<file path="config.mk">
export PLATFORM = sky130hd
export DESIGN_NAME = borderPadStream
export DESIGN_NICKNAME = d
export VERILOG_FILES = /design/src/rtl/borderPadPkg.sv /design/src/rtl/borderPadCtrl.sv /design/src/rtl/borderPadData.sv /design/src/rtl/borderPadStream.sv
export SDC_FILE = /design/constraint.sdc
export NUM_CORES = 1
export LEC_CHECK = 0
export ABC_AREA = 0
export CAP_MARGIN = 20
export CORE_MARGIN = 2
export CORE_UTILIZATION = 40
export DETAILED_ROUTE_END_ITERATION = 6
export DONT_BUFFER_PORTS = 1
export PLACE_DENSITY = 0.61
export SYNTH_ARGS = -nofsm -noshare
export SYNTH_HDL_FRONTEND = slang
export SYNTH_HIERARCHICAL = 1
export SYNTH_SLANG_ARGS = --single-unit
</file>
<file path="constraint.sdc">
create_clock -name clk -period 4.8 [get_ports clk]
set_clock_uncertainty 0.1 [all_clocks]
set_input_delay 1.2 -clock clk [delete_from_list [all_inputs] [get_ports clk]]
set_output_delay 1.2 -clock clk [all_outputs]
set_load 0.02 [all_outputs]
</file>
<file path="src/rtl/borderPadPkg.sv">
package borderPadPkg;
  // strobes from the walker to the datapath
  typedef struct packed {
    logic latch;    // capture frame description this cycle
    logic selFill;  // the word now due belongs to the border
  } padStrobe_t;
endpackage

</file>
<file path="src/rtl/borderPadCtrl.sv">
module borderPadCtrl
  import borderPadPkg::*;
#(
  parameter int LANES = 8,
  parameter int CH_W  = 10,
  parameter int DIM_W = 11,
  parameter int PAD_W = 3
) (
  input  logic             clk,
  input  logic             rstN,
  input  logic             start,
  input  logic             padEn,
  input  logic [CH_W-1:0]  chanCount,
  input  logic [DIM_W-1:0] rowCount,
  input  logic [DIM_W-1:0] colCount,
  input  logic [PAD_W-1:0] borderWidth,
  input  logic             inValid,
  input  logic             outReady,
  output logic             inReady,
  output logic             outValid,
  output padStrobe_t       strobes,
  output logic             frameActive
);
  localparam int LANE_SH = $clog2(LANES);
  localparam int CNT_W   = DIM_W + 1;

  logic             activeQ;
  logic [CH_W-1:0]  grpQ, grpLastQ;
  logic [CNT_W-1:0] colQ, rowQ;
  logic [CNT_W-1:0] zQ, rowEndQ, colEndQ, rowLastQ, colLastQ;

  logic [CNT_W-1:0] zNext, rowEndNext, colEndNext;
  logic [CH_W-1:0]  grpCount;
  logic             interior, fire, accept;

  assign accept     = start && !activeQ;
  assign zNext      = padEn ? CNT_W'(borderWidth) : '0;
  assign rowEndNext = CNT_W'(rowCount) + zNext;
  assign colEndNext = CNT_W'(colCount) + zNext;
  assign grpCount   = chanCount >> LANE_SH;

  assign interior = (rowQ >= zQ) && (rowQ < rowEndQ) &&
                    (colQ >= zQ) && (colQ < colEndQ);

  assign outValid = activeQ && (!interior || inValid);
  assign inReady  = activeQ && interior && outReady;
  assign fire     = outValid && outReady;

  assign strobes.latch   = accept;
  assign strobes.selFill = !interior;
  assign frameActive     = activeQ;

  always_ff @(posedge clk or negedge rstN) begin
    if (!rstN) begin
      activeQ  <= 1'b0;
      grpQ     <= '0;
      colQ     <= '0;
      rowQ     <= '0;
      grpLastQ <= '0;
      zQ       <= '0;
      rowEndQ  <= '0;
      colEndQ  <= '0;
      rowLastQ <= '0;
      colLastQ <= '0;
    end else if (accept) begin
      activeQ  <= 1'b1;
      grpQ     <= '0;
      colQ     <= '0;
      rowQ     <= '0;
      grpLastQ <= grpCount - CH_W'(1);
      zQ       <= zNext;
      rowEndQ  <= rowEndNext;
      colEndQ  <= colEndNext;
      rowLastQ <= rowEndNext + zNext - CNT_W'(1);
      colLastQ <= colEndNext + zNext - CNT_W'(1);
    end else if (fire) begin
      if (grpQ == grpLastQ) begin
        grpQ <= '0;
        if (colQ == colLastQ) begin
          colQ <= '0;
          if (rowQ == rowLastQ) begin
            rowQ    <= '0;
            activeQ <= 1'b0;
          end else begin
            rowQ <= rowQ + CNT_W'(1);
          end
        end else begin
          colQ <= colQ + CNT_W'(1);
        end
      end else begin
        grpQ <= grpQ + CH_W'(1);
      end
    end
  end
endmodule

</file>
<file path="src/rtl/borderPadData.sv">
module borderPadData
  import borderPadPkg::*;
#(
  parameter int LANE_W = 8,
  parameter int LANES  = 8
) (
  input  logic                    clk,
  input  logic                    rstN,
  input  padStrobe_t              strobes,
  input  logic [LANE_W-1:0]       fillByte,
  input  logic [LANE_W*LANES-1:0] inData,
  output logic [LANE_W*LANES-1:0] outData,
  output logic [LANE_W-1:0]       fillQ
);
  logic [LANE_W*LANES-1:0] fillWord;

  always_ff @(posedge clk or negedge rstN) begin
    if (!rstN)              fillQ <= '0;
    else if (strobes.latch) fillQ <= fillByte;
  end

  for (genvar k = 0; k < LANES; k++) begin : gLane
    assign fillWord[k*LANE_W +: LANE_W] = fillQ;
  end

  assign outData = strobes.selFill ? fillWord : inData;
endmodule

</file>
<file path="src/rtl/borderPadStream.sv">
module borderPadStream
  import borderPadPkg::*;
#(
  parameter int LANE_W = 8,
  parameter int LANES  = 8,
  parameter int CH_W   = 10,
  parameter int DIM_W  = 11,
  parameter int PAD_W  = 3
) (
  input  logic                    clk,
  input  logic                    rstN,
  input  logic                    start,
  input  logic                    padEn,
  input  logic [CH_W-1:0]         chanCount,
  input  logic [DIM_W-1:0]        rowCount,
  input  logic [DIM_W-1:0]        colCount,
  input  logic [PAD_W-1:0]        borderWidth,
  input  logic [LANE_W-1:0]       fillByte,
  input  logic                    inValid,
  input  logic [LANE_W*LANES-1:0] inData,
  output logic                    inReady,
  output logic                    outValid,
  output logic [LANE_W*LANES-1:0] outData,
  input  logic                    outReady
);
  padStrobe_t        strobes;
  logic              frameActive;
  logic [LANE_W-1:0] fillQ;

  borderPadCtrl #(
    .LANES(LANES), .CH_W(CH_W), .DIM_W(DIM_W), .PAD_W(PAD_W)
  ) ctrl_i (
    .clk(clk), .rstN(rstN), .start(start), .padEn(padEn),
    .chanCount(chanCount), .rowCount(rowCount), .colCount(colCount),
    .borderWidth(borderWidth), .inValid(inValid), .outReady(outReady),
    .inReady(inReady), .outValid(outValid), .strobes(strobes),
    .frameActive(frameActive)
  );

  borderPadData #(
    .LANE_W(LANE_W), .LANES(LANES)
  ) data_i (
    .clk(clk), .rstN(rstN), .strobes(strobes), .fillByte(fillByte),
    .inData(inData), .outData(outData), .fillQ(fillQ)
  );
endmodule

</file>
* After elaboration in Yosys (flattened, before gate mapping)
Cells that the tools add are included.
W data, S select, Z words.
** Storage, ports and cells
- Word-level logic and storage cells :: 65
- Input port bits :: 113
- Register bits after elaboration :: 113
- Output and inout bits :: 66
** Operators by class
- Multiplexer cells :: 19
- Equality and inequality tests :: 3
- $lt $le $gt $ge :: 4
- Add/subtract/negate cells :: 10
- Reductions and logical operators :: 18
** Operator list (number)
- $mux W12 :: 9
- $mux W64 :: 1
- $mux W10 :: 3
- $add A11 B12 Y12 :: 2
- $add A12 B1 Y12 const B :: 2
- $add A12 B12 Y12 :: 2
- $eq A12 B12 Y1 :: 2
- $ge A12 B12 Y1 :: 2
- $lt A12 B12 Y1 :: 2
- $sub A12 B1 Y12 const B :: 2
- $add A10 B1 Y10 const B :: 1
- $eq A10 B10 Y1 :: 1
- $logic_and A1 B1 Y1 :: 8
- $reduce_bool A2 Y1 :: 4
- $sub A7 B1 Y8 const B :: 1
- $mux W1 :: 5
- $reduce_and A4 Y1 :: 1
- $mux W3 :: 1
- $reduce_and A3 Y1 :: 1
- $logic_not A1 Y1 :: 2
- $reduce_and A2 Y1 :: 1
- $logic_or A1 B1 Y1 :: 1

* Longest topological paths before layout
- Depth after elaboration :: 10
- Mapped depth :: 17
- Mapped depth without buffers :: 17

* Cells and area by module
Netlist, hierarchy kept.
** Modules (own cells, without submodules)
- borderPadCtrl :: seq. area each 2352.3 sq um, area an instance 6944.2 sq um, cells each 813, times used 1
- borderPadData :: seq. area each 200.2 sq um, area an instance 1372.6 sq um, cells each 88, times used 1

* Worst setup path before layout
OpenSTA, ideal clock, no wires.
- Kind :: input port to flip-flop
- Start :: in borderWidth[0]
- End :: reg ctrl_i.rowLastQ[11]
- Arrival time :: 4.066 ns
- Path slack :: 0.501 ns
- Buffers on the path :: 0
- Data required time :: 4.566 ns
- Setup time :: 0.134 ns
- Stages :: 16
- Cell sequence :: nand2_1 inv_1 ha_1 fa_1 inv_1 ha_1 inv_1 ha_1 fa_1 a21o_1 a21oi_1 o21a_1 o21ai_0 a31oi_1 xor2_1 o21ai_0
** Between the ends
- Cells in the longest elaborated chain, start to end :: 4
** Ends and longest elaborated chain
- from (decl) :: RTL line borderPadStream.sv:17 : input logic [PAD_W-1:0] borderWidth,
- $mux W3 :: RTL line borderPadCtrl.sv:37 : assign zNext = padEn ? CNT_W'(borderWidth) : '0;
- net ctrl_i.zNext[0] :: RTL line borderPadCtrl.sv:32 : logic [CNT_W-1:0] zNext, rowEndNext, colEndNext;
- $add A11 B12 Y12 :: RTL line borderPadCtrl.sv:38 : assign rowEndNext = CNT_W'(rowCount) + zNext;
- net ctrl_i.rowEndNext[1] :: RTL line borderPadCtrl.sv:32
- $add A12 B12 Y12 :: RTL line borderPadCtrl.sv:74 : rowLastQ <= rowEndNext + zNext - CNT_W'(1);
- $sub A12 B1 Y12 :: RTL line borderPadCtrl.sv:74
- to (signal assigned) :: RTL line borderPadCtrl.sv:74
- to (decl) :: RTL line borderPadCtrl.sv:30 : logic [CNT_W-1:0] zQ, rowEndQ, colEndQ, rowLastQ, colLastQ;
The timed path passes the listed nets, and every way through them passes these cells.
A chain may end at the register's enable or synchronous reset.

* Final worst setup path
- Start :: reg ctrl_i.rowQ[6]
- End :: out outData[61]
** Between the ends
- Cells in the longest elaborated chain, start to end :: 5
- Elaborated cells on any way between the ends :: 6
- Classes of those cells :: order compare (2); mux (1); reduce/logical (3)
** Ends and longest elaborated chain
- from (decl) :: RTL line borderPadCtrl.sv:29 : logic [CNT_W-1:0] colQ, rowQ;
- from (signal assigned) :: RTL line borderPadCtrl.sv:85 : rowQ <= rowQ + CNT_W'(1);
- $ge A12 B12 Y1 / $lt A12 B12 Y1 (equally long branches) :: RTL line borderPadCtrl.sv:42 : assign interior = (rowQ >= zQ) && (rowQ < rowEndQ) &&
- $logic_and A1 B1 Y1 * (2 in a row) :: RTL line borderPadCtrl.sv:42
- $logic_and A1 B1 Y1 * :: RTL line borderPadCtrl.sv:43 : (colQ >= zQ) && (colQ < colEndQ);
- $mux W64 * :: RTL line borderPadData.sv:26 : assign outData = strobes.selFill ? fillWord : inData;
- to (decl) :: RTL line borderPadStream.sv:23 : output logic [LANE_W*LANES-1:0] outData,
Every way passes the cells marked *; elsewhere a longest branch is shown, timed or not.

==> summary.txt <==
Global route
  – Global routing usage summed across all routing layers: 18.5%
  – Number of antenna violations at the first check in global routing: 3
  – Grt ovf: 0
  – Largest net degree at the start of global routing: 103
  – First-pass GRT wire length: 32700 um
  – Vias in the first global route: 6281

CTS
  – Clk slew on worst S/H paths: 0.07 ns
  – Number of buffers created by CTS: 9
  – Maximum buffer depth of the clock tree: 2
  – Number of clock sinks: 102
  – H-tree lvl count: 3
  – TritonCTS clock tree: done
  – Clock latency on the worst-skew pair: 0.36 ns
  – Root buffer selected by CTS: clkbuf_16

Layout
  – Layout filler cell count: 2031
  – Layout cells sized above 1: 13.0%
  – Sequential cell area: 2550 um^2
  – Count of nets after finishing: 1069
  – Area added between synthesis and finish: 5.64%
  – Area used by multi-input combinational logic: 5190 um^2
  – Final standard cell utilization of the core: 43.3%
  – Non-filler cells, final: 1166

Power
  – Net switching power: 1.13 mW
  – Fraction of power consumed by sequential logic: 38.3%
  – Logic pwr share: 37.3%
  – Switching share of power: 36.8%
  – Cell area power density: 350 nW/um^2
  – Worst voltage drop across the vdd grid: 0.176 mV
  – Static Leakage: 4.20 nW
  – Pint: 1.94 mW
  – Portion of total power attributed to the clock network: 24.4%

STA
  – Time the worst path needs with I/O delays and setup: 4.54 ns
  – Fin Setup TNS: 0 ns
  – Final cycle utilization of the critical path: 94.7%
  – Slew Limit Fails: 0
  – Maximum clock rate: 220 MHz
  – Setup-failing EPs final: 0
  – Worst slew slack as a fraction of its limit: 51.7%
  – Final hold viol count: 0
  – Transition time at the pin with the least slew margin: 0.724 ns
  – Setup repair after global routing missed its margin: no

Routing
  – Routed length per instance: 17.6 um
  – Initial detailed-routing violation count: 253
  – Wire length reported by the detailed router: 20500 um
  – Drt drc: 0
  – Per-cell via count in the routed design: 5.51
  – Router iterations before antenna repair: 5
  – Antenna viol nets, final: 0
  – Via Count: 6422

Setup path
  – Buffers plus inverters on the worst setup path: 1
  – Worst Path Class, Setup: flip-flop to output pin
  – Kind of cell adding the most delay to the critical path: simple AND/OR/NAND/NOR gates
  – Slowest-stage cell, CP: o211ai_1
  – Critical path cell sequence: ha_1 -> nand2_1 -> nor3_1 -> a21oi_1 -> o211ai_1 -> or3_4 -> buf_12 -> mux2_2
  – CP endpoint kind: output pin
  – Data arrival time of the critical path: 3.24 ns
  – Type of element launching the critical path: flip-flop
  – Critical path fanouts, max: 45
  – Critical path required time: 3.50 ns
  – Maximum single-stage delay on the critical path: 0.54 ns

Synthesis
  – Count of yosys warnings during synthesis: 6
  – Most common flop cell mapped by yosys: dfrtp_1
  – Sequential-to-total area share from yosys stat: 30.7%
  – Mean instance size in the synthesized netlist: 9.23 um^2
  – Number of instances in the synthesized netlist: 901
  – Post-Synthesis Cell Area: 8320 um^2
  – Yosys cell types: 66
  – Proportion of synthesized flip-flops having asynchronous set or reset: 100%
  – Number of synthesized flops with an enable pin: 0
  – Count of state elements after synthesis: 102
  – Post-Syn Nets: 1082

Die
  – Vertical die dimension: 148 um
  – Die area: 22000 um^2
  – I/O pin total: 179
  – Horizontal extent of the die: 148 um
  – Initial standard-cell utilization of the core: 41.0%
  – Core Box Area: 20300 um^2
  – # rows: 52

Placed design
  – Detailed placer's ending HPWL: 15200 um
  – Placed cells: 1144
  – # port buffers: 0
  – Final RePlAce weighted congestion: 0.823

Run status
  – Status: completed

Worst hold path
  – Worst min-delay path category: flip-flop to flip-flop

Run
  – # Max-Cap Violations: 0
==> power by group through the flow <==
stage | clock network, mW | logic (mW) | registers, mW
6_report | 0.752 | 1.15 | 1.18
5_1_grt | 0.818 | 1.28 | 1.21
4_1_cts | 0.779 | 1.15 | 1.18
3_5_place_dp | 0 | 1.14 | 1.20
3_3_place_gp | 0 | 1.12 | 1.19
2_1_floorplan | 0 | 1.02 | 1.14
==> logic make-up (layout without fill, tap and decap cells) <==
kind of cell,count (synthesis),count (layout),share of synthesized area (%)
and+or+nand+nor,280,281,16.7
AOI/OAI and AO/OA,189,189,14.9
buffers and inverters,119,110,7.10
DFF,102,102,30.7
muxes,75,75,12.8
adders and majority gates,68,68,10.6
xor gates and xnor gates,68,68,7.16
other,0,3,0
==> metal layers <==
layer | vias to the layer above | track usage (%) | wire length (um)
met1 | 3051 | 23.9 | 9280
met3 | 18 | 3.87 | 1190
met2 | 192 | 31.5 | 9650
met5 | - | 0 | 0
met4 | 0 | 5.52 | 372
li1 | 3161 | - | -
==> layout by cell type, fill, tap and decap left out, drive strengths merged, types with 7 or more instances in the layout <==
cell / synthesis / routed
nand2: 109 / 109
dfrtp: 102 / 102
inv: 84 / 85
o21ai: 77 / 77
mux2: 73 / 73
ha: 64 / 64
nor2: 39 / 39
xnor2: 35 / 35
xor2: 33 / 33
nand3: 26 / 26
a21oi: 25 / 25
nor3: 21 / 21
nor4: 16 / 16
and3: 15 / 15
nand4: 13 / 13
clkbuf: 19 / 11
buf: 16 / 10
o21a: 9 / 9
a21o: 8 / 8
o21bai: 8 / 8
a31oi: 8 / 8
o22a: 8 / 8
o41ai: 7 / 7
or3: 6 / 7
==> Yosys cell counts (4+ instances only) <==
cell type / n / area [um^2]
inv_1: 84 / 315
nor2b_1: 4 / 25.0
and2_1: 4 / 25.0
o211ai_1: 6 / 45.0
nand2_1: 108 / 405
mux2_4: 60 / 901
o22ai_1: 4 / 25.0
fa_1: 4 / 80.1
a21o_1: 8 / 60.1
buf_2: 4 / 20.0
dfrtp_1: 102 / 2550
o31ai_1: 4 / 30.0
buf_6: 5 / 56.3
nand3_1: 24 / 120
buf_12: 6 / 120
mux2_2: 13 / 146
nand4_1: 13 / 81.3
or2_2: 5 / 31.3
o41ai_1: 6 / 52.6
nor2_1: 39 / 146
and3b_1: 6 / 52.6
o21bai_1: 8 / 60.1
a21oi_1: 24 / 120
or3_1: 6 / 37.5
xor2_1: 33 / 289
o21ai_1: 5 / 25.0
o22a_1: 8 / 70.1
and3_1: 15 / 93.8
nand2b_1: 5 / 31.3
xnor2_1: 35 / 307
o21a_1: 9 / 67.6
o21ai_0: 72 / 360
a31oi_1: 8 / 50.1
ha_1: 64 / 801
nor4_1: 16 / 100
nor3_1: 19 / 95.1
clkbuf_1: 19 / 71.3
a211oi_1: 4 / 30.0
a41oi_1: 5 / 43.8
==> tightest hold or removal path: cells and delay by family (launching register included) <==
kind / cells / cell delay (ns)
flops: 1 / 0.33
simple gates: 2 / 0.11
==> worst paths after layout <==
check | cells after the start | startpoint | slack (ns) | to
min reg2reg | 2 | ctrl_i/rowEndQ[0] | 0.37 | ctrl_i/rowEndQ[0]
min | 2 | ctrl_i/rowEndQ[0] | 0.37 | ctrl_i/rowEndQ[0]
max reg2reg | 10 | ctrl_i/rowQ[2] | 1.46 | ctrl_i/grpQ[2]
min in group asynchronous | 0 | rstN | 0.44 | ctrl_i/rowQ[10]
max in group asynchronous | 0 | rstN | 3.93 | ctrl_i/rowLastQ[8]
max | 8 | ctrl_i/rowQ[6] | 0.26 | outData[61]
==> layout make-up <==
class / instances / area share (%)
well taps: 270 / 3.85
clock inverters: 5 / 0.669
flip-flops and latches: 102 / 29.1
multi-input cells: 681 / 59.1
diodes: 3 / 0.0854
inverters: 84 / 3.59
clock buffers: 11 / 2.65
repair buffers: 10 / 0.997
==> what timing repair did <==
item | CTS | global route
hold buffers | 0 | 0
gates resized for setup | 0 | 0
setup endpoints to repair | 0 | 4
setup buffers | 0 | 2
==> per-stage QoR <==
stage	total power [mW]	cell area, um^2	hold slack (ns)	worst slack, ns
2_1_floorplan	2.16	8320	0.338	0.501
3_3_place_gp	2.31	8460	0.361	0.343
3_5_place_dp	2.34	8460	0.358	0.306
4_1_cts	3.10	8760	0.377	0.137
5_1_grt	3.30	8790	0.400	0.0479
6_report	3.08	8790	0.373	0.257
==> registers in the layout, summed over array words and instances, names as in the netlist <==
name                count
ctrl_i/rowQ            12
ctrl_i/grpQ            10
ctrl_i/colLastQ        12
ctrl_i/zQ               3
ctrl_i/rowEndQ         12
ctrl_i/rowLastQ        12
ctrl_i/colEndQ         12
data_i/fillQ            8
ctrl_i/frameActive      1
ctrl_i/grpLastQ         8
ctrl_i/colQ            12
(Power assumes the default switching activity.)
